`src/rtl/rsd_pkg.sv`:
```
// Shared constants for the receive signalling debounce block.
// Assumes four signalling bit slots per multiframe, spaced six frames apart.
package rsd_pkg;
    localparam int SIG_W      = 4;   // bits per channel nibble
    localparam int SLOT_PITCH = 6;   // frames between signalling slots
    localparam logic [7:0] SIG_VECTOR = 8'h01;
endpackage

```
`src/rtl/rsd_freeze_ctl.sv`:
```
// Update-hold control: blocks signalling updates while multiframe sync is
// absent, and from a reframe request until the next rising edge of sync.
// Assumes reframe_req is a single-cycle pulse.
module rsd_freeze_ctl (
    input  logic clk,
    input  logic rst_n,
    input  logic mf_sync,
    input  logic reframe_req,
    output logic frozen
);
    logic hold_q;
    logic sync_q;

    // Track the previous sync level to find its rising edge.
    always_ff @(posedge clk) begin
        if (!rst_n) sync_q <= 1'b0;
        else        sync_q <= mf_sync;
    end

    // Reframe hold: a request sets it, a sync rising edge releases it.
    always_ff @(posedge clk) begin
        if (!rst_n)                 hold_q <= 1'b0;
        else if (reframe_req)       hold_q <= 1'b1;
        else if (mf_sync && !sync_q) hold_q <= 1'b0;
    end

    // Combined freeze condition, including the request cycle itself.
    always_comb frozen = hold_q || reframe_req || !mf_sync;
endmodule

```
`src/rtl/rsd_chan.sv`:
```
// One channel: gathers signalling bits into a nibble, debounces the nibble
// against the stored value using a candidate and a tick counter, and flags
// each change of the stored value. Assumes db_len >= 1.
module rsd_chan #(
    parameter int CNT_W = 4
) (
    input  logic             clk,
    input  logic             rst_n,
    input  logic             frozen,
    input  logic             bit_we,
    input  logic [1:0]       bit_pos,
    input  logic             bit_val,
    input  logic             commit,
    input  logic             ab_only,
    input  logic             db_en,
    input  logic [CNT_W-1:0] db_len,
    input  logic             ms_tick,
    output logic [3:0]       stored,
    output logic             chg
);
    logic [3:0]       asm_q, merged, sample;
    logic [3:0]       cand_q, nxt_st, nxt_cand;
    logic [CNT_W-1:0] cnt_q, nxt_cnt;

    // Merge the arriving bit into the gathered nibble (slot 0 -> bit 3).
    always_comb begin
        merged = asm_q;
        if (bit_we) merged[3 - bit_pos] = bit_val;
        sample = ab_only ? {merged[3:2], 2'b00} : merged;
    end

    // Hold gathered bits between slots.
    always_ff @(posedge clk) begin
        if (!rst_n)                asm_q <= '0;
        else if (bit_we && !frozen) asm_q <= merged;
    end

    // Next-state of stored value, candidate and persistence counter.
    always_comb begin
        nxt_st   = stored;
        nxt_cand = cand_q;
        nxt_cnt  = cnt_q;
        chg      = 1'b0;
        if (!frozen) begin
            if (commit && !db_en) begin
                nxt_st   = sample;
                nxt_cand = sample;
                nxt_cnt  = '0;
                chg      = (sample != stored);
            end else if (commit && (sample != cand_q)) begin
                nxt_cand = sample;
                nxt_cnt  = '0;
            end else if (ms_tick && db_en) begin
                if (cand_q == stored) begin
                    nxt_cnt = '0;
                end else if (cnt_q >= db_len - 1'b1) begin
                    nxt_st  = cand_q;
                    nxt_cnt = '0;
                    chg     = 1'b1;
                end else begin
                    nxt_cnt = cnt_q + 1'b1;
                end
            end
        end
    end

    // Register the debounce state.
    always_ff @(posedge clk) begin
        if (!rst_n) begin
            stored <= '0;
            cand_q <= '0;
            cnt_q  <= '0;
        end else begin
            stored <= nxt_st;
            cand_q <= nxt_cand;
            cnt_q  <= nxt_cnt;
        end
    end
endmodule

```
`src/rtl/rsd_irq.sv`:
```
// Change-of-state interrupt: one pending flag for all channels, a masked
// request line and a fixed vector. A new change wins over a clearing read.
module rsd_irq #(
    parameter logic [7:0] VEC_CODE = 8'h01
) (
    input  logic       clk,
    input  logic       rst_n,
    input  logic       chg_any,
    input  logic       vec_rd,
    input  logic       irq_en,
    output logic       pend,
    output logic       irq_o,
    output logic [7:0] vec_o
);
    // Pending flag: set by any change, cleared by a vector read.
    always_ff @(posedge clk) begin
        if (!rst_n)      pend <= 1'b0;
        else if (chg_any) pend <= 1'b1;
        else if (vec_rd)  pend <= 1'b0;
    end

    // Masked request and vector presentation.
    always_comb begin
        irq_o = pend && irq_en;
        vec_o = pend ? VEC_CODE : 8'h00;
    end
endmodule

```
`src/rtl/rx_sig_debounce.sv`:
```
// Receive signalling store for NUM_CH channels: decodes the frame slot of
// each arriving bit, routes it to its channel, applies debounce and freeze,
// and drives the readback port and the change interrupt.
// Assumes at most one signalling bit per cycle.
module rx_sig_debounce #(
    parameter int NUM_CH    = 24,
    parameter int FRM_W     = 5,
    parameter int DB_T1_MS  = 6,
    parameter int DB_E1_MS  = 14,
    localparam int CH_W     = $clog2(NUM_CH),
    localparam int CNT_W    = $clog2(DB_E1_MS + 1)
) (
    input  logic             clk,
    input  logic             rst_n,
    input  logic             smp_valid,
    input  logic [FRM_W-1:0] smp_frame,
    input  logic [CH_W-1:0]  smp_chan,
    input  logic             smp_bit,
    input  logic             mf_sync,
    input  logic             reframe_req,
    input  logic             ms_tick,
    input  logic             cfg_ab_only,
    input  logic             cfg_debounce_en,
    input  logic             cfg_long_db,
    input  logic             cfg_irq_en,
    input  logic [CH_W-1:0]  rd_chan,
    output logic [3:0]       rd_nibble,
    input  logic             vec_rd,
    output logic             irq_o,
    output logic [7:0]       vec_o
);
    import rsd_pkg::*;

    logic                     frozen;
    logic                     slot_hit, pos_ok, commit_any, chg_any, irq_pend;
    logic [1:0]               slot_pos;
    logic [CNT_W-1:0]         db_len;
    logic [3:0]               st_arr [NUM_CH];
    logic [NUM_CH-1:0]        chg_vec;
    logic [NUM_CH*SIG_W-1:0]  store_flat;

    // Decode the frame number into a slot position and the commit point.
    always_comb begin
        slot_hit = 1'b0;
        slot_pos = 2'd0;
        for (int k = 0; k < SIG_W; k++) begin
            if (smp_frame == FRM_W'(SLOT_PITCH * (k + 1))) begin
                slot_hit = 1'b1;
                slot_pos = 2'(k);
            end
        end
        pos_ok     = smp_valid && slot_hit && (!cfg_ab_only || !slot_pos[1]);
        commit_any = pos_ok && (slot_pos == (cfg_ab_only ? 2'd1 : 2'd3));
        db_len     = cfg_long_db ? CNT_W'(DB_E1_MS) : CNT_W'(DB_T1_MS);
    end

    rsd_freeze_ctl u_freeze (
        .clk         (clk),
        .rst_n       (rst_n),
        .mf_sync     (mf_sync),
        .reframe_req (reframe_req),
        .frozen      (frozen)
    );

    for (genvar i = 0; i < NUM_CH; i++) begin : g_ch
        logic sel;
        assign sel = pos_ok && (smp_chan == CH_W'(i));
        rsd_chan #(.CNT_W(CNT_W)) u_chan (
            .clk     (clk),
            .rst_n   (rst_n),
            .frozen  (frozen),
            .bit_we  (sel),
            .bit_pos (slot_pos),
            .bit_val (smp_bit),
            .commit  (sel && commit_any),
            .ab_only (cfg_ab_only),
            .db_en   (cfg_debounce_en),
            .db_len  (db_len),
            .ms_tick (ms_tick),
            .stored  (st_arr[i]),
            .chg     (chg_vec[i])
        );
        assign store_flat[i*SIG_W +: SIG_W] = st_arr[i];
    end

    // Aggregate change events and select the readback nibble.
    always_comb begin
        chg_any   = |chg_vec;
        rd_nibble = '0;
        for (int i = 0; i < NUM_CH; i++)
            if (rd_chan == CH_W'(i)) rd_nibble = st_arr[i];
    end

    rsd_irq #(.VEC_CODE(SIG_VECTOR)) u_irq (
        .clk     (clk),
        .rst_n   (rst_n),
        .chg_any (chg_any),
        .vec_rd  (vec_rd),
        .irq_en  (cfg_irq_en),
        .pend    (irq_pend),
        .irq_o   (irq_o),
        .vec_o   (vec_o)
    );
endmodule

```
`config.mk`:
```
export PLATFORM = sky130hd
export DESIGN_NAME = rx_sig_debounce
export DESIGN_NICKNAME = d
export VERILOG_FILES = /design/src/rtl/rsd_pkg.sv /design/src/rtl/rsd_freeze_ctl.sv /design/src/rtl/rsd_chan.sv /design/src/rtl/rsd_irq.sv /design/src/rtl/rx_sig_debounce.sv
export SDC_FILE = /design/constraint.sdc
export NUM_CORES = 1
export LEC_CHECK = 0
export ABC_AREA = 1
export ABC_CLOCK_PERIOD_IN_PS = 6500
export BUFFER_PORTS_ARGS = -buffer_cell sky130_fd_sc_hd__buf_4
export CAP_MARGIN = 10
export CORE_ASPECT_RATIO = 0.5
export CORE_MARGIN = 5
export CORE_UTILIZATION = 56
export CTS_CLUSTER_SIZE = 40
export DETAILED_ROUTE_END_ITERATION = 10
export PLACE_DENSITY = 0.71
export REMOVE_ABC_BUFFERS = 1
export SYNTH_ARGS = -nofsm -noshare
export SYNTH_HDL_FRONTEND = slang
export SYNTH_SLANG_ARGS = --single-unit
```
`constraint.sdc`:
```
create_clock -name clk -period 6.5 [get_ports clk]
set_input_delay 0.65 -clock clk [delete_from_list [all_inputs] [get_ports clk]]
set_output_delay 0.65 -clock clk [all_outputs]
set_load 0.05 [all_outputs]
```
Word level (Yosys, flattened, before mapping) --
Cells that the tools add are included.
Cells by class: $add $sub $neg 26, order comparisons 26, reduce and logical (&&, ||, !) cells 309, muxes and demuxes 544, bitwise gates (word level) 1, eq/ne operators 171
Operators by type and width (count):
- $mux W4 | 337
- $ne A4 B4 Y1 | 48
- $mux W1 | 155
- $reduce_bool A2 Y1 | 74
- $logic_and A1 B1 Y1 | 127
- $reduce_and A5 Y1 | 24
- $add A4 B1 Y4 const B | 24
- $bwmux W4 | 24
- $eq A4 B4 Y1 | 24
- $ge A4 B4 Y1 | 24
- $ne A2 B1 Y1 const B | 48
- $reduce_and A2 Y1 | 48
- $eq A5 B5 Y1 const B | 18
- $eq A5 B4 Y1 const B | 17
- $reduce_bool A3 Y1 | 24
- $mux W2 | 27
- $eq A5 B3 Y1 const B | 9
- $ge A32 B1 Y1 const B | 1
- $lt A32 B3 Y1 const B | 1
- $reduce_or A24 Y1 | 1
- $eq A5 B2 Y1 const B | 4
- $eq A5 B1 Y1 const B | 2
- $logic_not A5 Y1 | 2
- $logic_not A1 Y1 | 6
- 6 further kinds | 8
Word-level totals: logic and storage cells 1176, bits in registers 387, output and inout bits 13, input port bits 27

Depth between registers and ports, before layout --
depth in word-level cells 25, mapped depth 26, mapped depth without buffers 25

Cells and area by module --
Synthesis repeated with hierarchy kept, for this count alone.
Second synthesis, totals: cells, all modules 4911, area, all modules 31233.7 µm²
By module, submodules not included:
- rsd_chan | seq. area each 320.3 µm², cells an instance 189, area an instance 1229.9 µm², times used 24
- rx_sig_debounce | seq. area each 0.0 µm², cells an instance 347, area an instance 1525.2 µm², times used 1
- rsd_irq | seq. area each 20.0 µm², cells an instance 17, area an instance 115.1 µm², times used 1
- rsd_freeze_ctl | seq. area each 40.0 µm², cells an instance 11, area an instance 75.1 µm², times used 1

Least setup slack after synthesis --
No wires, ideal clock.
path kind input to register, start point input smp_frame[1], end point register u_irq.pend, arrival 3.364 ns, slack 3.004 ns, cell stages on the path 24, required time 6.368 ns, library setup time 0.132 ns, path buffers 3, path through inv_1 nor2_1 nand3_2 clkbuf_1 nand2_1 ha_1 nor2_2 buf_2 buf_2 nand4_1 nand3_1 nand2_1 nand2_1 nor2_1 nand2_1 nand2_1 nand2_1 nand2_2 nand2_1 nand2_1 nor2_1 nand3_1 nor2_1 a21oi_1
Between the ends: word-level cells in the longest chain between the ends 19
RTL lines:
- start, declared | RTL line rx_sig_debounce.sv:16 | input logic [FRM_W-1:0] smp_frame,
- $eq A5 B4 Y1 | RTL line rx_sig_debounce.sv:47 | if (smp_frame == FRM_W'(SLOT_PITCH * (k + 1))) begin
- $mux W1 | RTL line rx_sig_debounce.sv:47
- $mux W2 (2 in series) | RTL line rx_sig_debounce.sv:47
- $sub A2 B2 Y3 | RTL line rsd_chan.sv:28 | if (bit_we) merged[3 - bit_pos] = bit_val;
- $ge A32 B1 Y1 (implied by the code) / $lt A32 B3 Y1 (equally long branches) | RTL line rsd_chan.sv:28
- $logic_and A1 B1 Y1 (implied by the code) | RTL line rsd_chan.sv:28
- $mux W1 (implied by the code) | RTL line rsd_chan.sv:28
- $demux W1 S2
- [2 not listed]
- $mux W2 | RTL line rsd_chan.sv:29 | sample = ab_only ? {merged[3:2], 2'b00} : merged;
- $ne A4 B4 Y1 | RTL line rsd_chan.sv:50 | end else if (commit && (sample != cand_q)) begin
- $logic_and A1 B1 Y1 | RTL line rsd_chan.sv:50
- $mux W1 | RTL line rsd_chan.sv:50
- $mux W1 | RTL line rsd_chan.sv:45 | if (commit && !db_en) begin
- $mux W1 | RTL line rsd_chan.sv:44 | if (!frozen) begin
- $reduce_or A24 Y1 * | RTL line rx_sig_debounce.sv:88 | chg_any = |chg_vec;
- $mux W1 / $reduce_bool A2 Y1 (equally long branches)
- end signal, assigned | RTL line rsd_irq.sv:17 | if (!rst_n) pend <= 1'b0;
- end signal, assigned | RTL line rsd_irq.sv:18 | else if (chg_any) pend <= 1'b1;
- end signal, assigned | RTL line rsd_irq.sv:19 | else if (vec_rd) pend <= 1'b0;
- end, declared | RTL line rsd_irq.sv:11 | output logic pend,
Mark *: on every way between the ends. The rest lies on a longest branch, timed or not. A chain may end at the register's enable or synchronous reset.

Final worst setup path --
start point input smp_frame[4], end point register u_irq.pend
The elaborated chain is that of the path after synthesis.

==> impl_metrics.toml <==
[layout]
layout_common_cells = "nand2_1, inv_1, dfxtp_1, a21oi_1, nor2_1"
nets = 4223
antenna_cells = 0
regArea_um2 = 7750
layout-drive-gt1-share = 0.0613
layout_commonest_cell = "nand2_1"
syn2layout_area_growth_pct = 7.93
multi_input_area_um2 = 16300
fill_cells = 4482

[worst_setup_path]
arrival_ps = 5390
end_kind = "flop"
crit_path_max_fanout = 44
required_ps = 6930
start_kind = "primary input"
path_class = "primary input to flop"

[cts]
ctsHoldBuffers = 0
cts_root_buffer = "clkbuf_16"
htreeDepth = 2
cts_setup_buffers = 0
clk_pin_slew_ps = 70
cts.sinks = 387
cts_tree = "yes"
clock_path_buffers = 3
numCtsBuffers = 40
post_cts_resized = 0
clkLatencyLatePin_ps = 560

[synth]
ys_seq_area_frac = 0.293
ys.flop_type = "dfxtp_1"
synthCells = 4110
synth_edf_count = 0
synth_area_um2 = 26400
synth_async_sr_flop_share = 0
syn_avg_cell_area_um2 = 6.43
ys_warn_count = 0
ys_seq_elements = 387
synth.distinct_cells = 57

[route]
routed_wl_um = 83200
routed_via_density = 5.70
drt_iter0_markers = 2607
antenna_left = 0
drt-pass1-iter-count = 5
vias = 27200
drcViolationCount = 0
wire_per_inst_um = 17.5

[placed_design]
gp_congestion = 0.993
hpwl_um = 57900
io_buffer_count = 32

[pwr]
clkPwrFrac = 0.483
irDropWorstVdd_uv = 200
p_sw_frac = 0.250
power_per_cell_area_nw_per_um2 = 182
intPower_mw = 3.88
seqPwrFrac = 0.460
p_leak_nw = 12.7
p_comb_frac = 0.057
netSwitchingPower_mw = 1.30

[timing]
slew_viol_final = 0
max_slew.worst_pin.slew_ps = 1040
whs_ps = 286
timing.final.crit_share = 0.764
relSlewSlack = 0.308
fmax_ghz = 0.201
setup_violations = 0
setup_tns_ps = 0
grt_setup_unrepaired = "no"
fin_skew_ps = 26.2
hold_viol = 0
period_needed_ps = 4970

[global_routing]
grt_max_degree = 104
antenna_found_initial = 3
grt_use_total = 0.315
grt_pass1_wl_um = 131000
grt_pass1_vias = 24900
gr-total-overflow = 0

[flow_run]
drv_cap = 0

[die]
die_h_um = 164
initial_core_util = 0.565
ios = 40
die_width_um = 317
std_cell_rows = 56
die-area_um2 = 51900
core-area_um2 = 46700

[outcome]
status = "finished, final reports clean"

[min_path]
hold_class = "primary input to flop"
[layer usage]
metal | global-route usage | wire length, um | vias to the layer above
li1 | - | - | 13600
met1 | 0.424 | 36000 | 12400
met2 | 0.494 | 35600 | 1033
met3 | 0.0910 | 9190 | 189
met4 | 0.0883 | 2430 | 4
met5 | 0 | 21 | -
[per-stage QoR]
step	power, mW	instances	setup WS (ps)	utilization	cell area [um2]
2_1_floorplan	2.58	4001	1230	-	25900
3_3_place_gp	2.72	4695	1260	0.581	27200
5_1_grt	5.32	4766	1380	0.610	28500
3_5_place_dp	2.72	4695	1150	0.581	27200
4_1_cts	5.20	4766	1750	0.610	28500
6_report	5.18	4766	1530	0.610	28500
[power by group through the flow]
| stage | clock (mW) | combinational, mW | sequential (mW) |
|---|---|---|---|
| 6_report | 2.50 | 0.297 | 2.38 |
| 5_1_grt | 2.62 | 0.315 | 2.38 |
| 4_1_cts | 2.53 | 0.287 | 2.38 |
| 3_5_place_dp | 0 | 0.286 | 2.44 |
| 3_3_place_gp | 0 | 0.283 | 2.44 |
| 2_1_floorplan | 0 | 0.143 | 2.44 |
[flip-flops by register name (all words and copies together) (netlist names)]
register and cells:
u_irq.pend 1, u_freeze.hold_q 1, g_ch.u_chan.stored 96, u_freeze.sync_q 1
g_ch.u_chan.cnt_q 96, g_ch.u_chan.asm_q 96, g_ch.u_chan.cand_q 96
[Yosys cell counts (7+ instances only)]
cell,count,area share
o21ai_1,12,0.0023
nand3_1,175,0.033
nand2_2,24,0.0057
a21oi_1,386,0.073
nand4_1,134,0.032
a211oi_1,71,0.020
ha_1,97,0.046
buf_2,17,0.0032
buf_4,12,0.0034
nor3_1,70,0.013
inv_2,27,0.0038
clkbuf_1,73,0.010
or2_2,7,0.0017
nand3b_1,23,0.0065
nand2_1,1061,0.15
buf_1,8,0.0011
xnor2_1,35,0.012
nor2_2,7,0.0017
xor2_1,147,0.049
nor2_1,351,0.050
dfxtp_1,387,0.29
nor3b_1,14,0.0040
a31oi_1,40,0.0095
nand3_2,19,0.0072
nand3_4,7,0.0046
nor4_1,12,0.0028
o21ai_0,346,0.066
inv_1,474,0.067
[cell type report]
| class | instances | area share |
|---|---|---|
| multi-input cells | 3108 | 0.571 |
| flip-flops and latches | 387 | 0.272 |
| inverters | 506 | 0.0667 |
| clock buffers | 57 | 0.0409 |
| well taps | 638 | 0.0280 |
| repair buffers | 56 | 0.0149 |
| clock inverters | 14 | 0.00706 |
[worst max-delay path: stages]
cell	delay (ps)
buf_4	130
inv_1	80
nor2_2	50
nand3_2	50
buf_4	360
nand2_1	100
ha_1	230
nor2_4	390
inv_1	150
nor2_4	160
nand3_4	660
inv_2	690
nand3_1	380
nor3_1	260
nand4_1	110
nand2_1	120
nand2_1	150
nor2_1	130
nand3_1	110
nor2_1	290
a21oi_1	100
[final timing paths]
check	from	to	slack, ps	depth (start not counted)
worst min register to register	g_ch[15].u_chan.cnt_q[3]	g_ch[15].u_chan.cnt_q[3]	470	2
worst max register to register	u_freeze.hold_q	u_irq.pend	2980	13
worst min-delay path	mf_sync	u_freeze.sync_q	290	3
worst max-delay path	smp_frame[4]	u_irq.pend	1530	21
[kinds of logic (layout without fill, tap and decap cells)]
| family | after synthesis | in the layout | synth area share |
|---|---|---|---|
| XOR/XNOR | 182 | 182 | 0.0603 |
| adder cells (fa/ha/maj) | 97 | 97 | 0.0459 |
| other | 1 | 7 | 0.000142 |
| multiplexers | 1 | 1 | 0.000379 |
| buffers and inverters | 621 | 633 | 0.0921 |
| AO/OA/AOI/OAI | 886 | 886 | 0.182 |
| flip-flops | 387 | 387 | 0.293 |
| AND/OR/NAND/NOR | 1935 | 1935 | 0.326 |
Note: power is estimated with default switching activity, not from simulation.
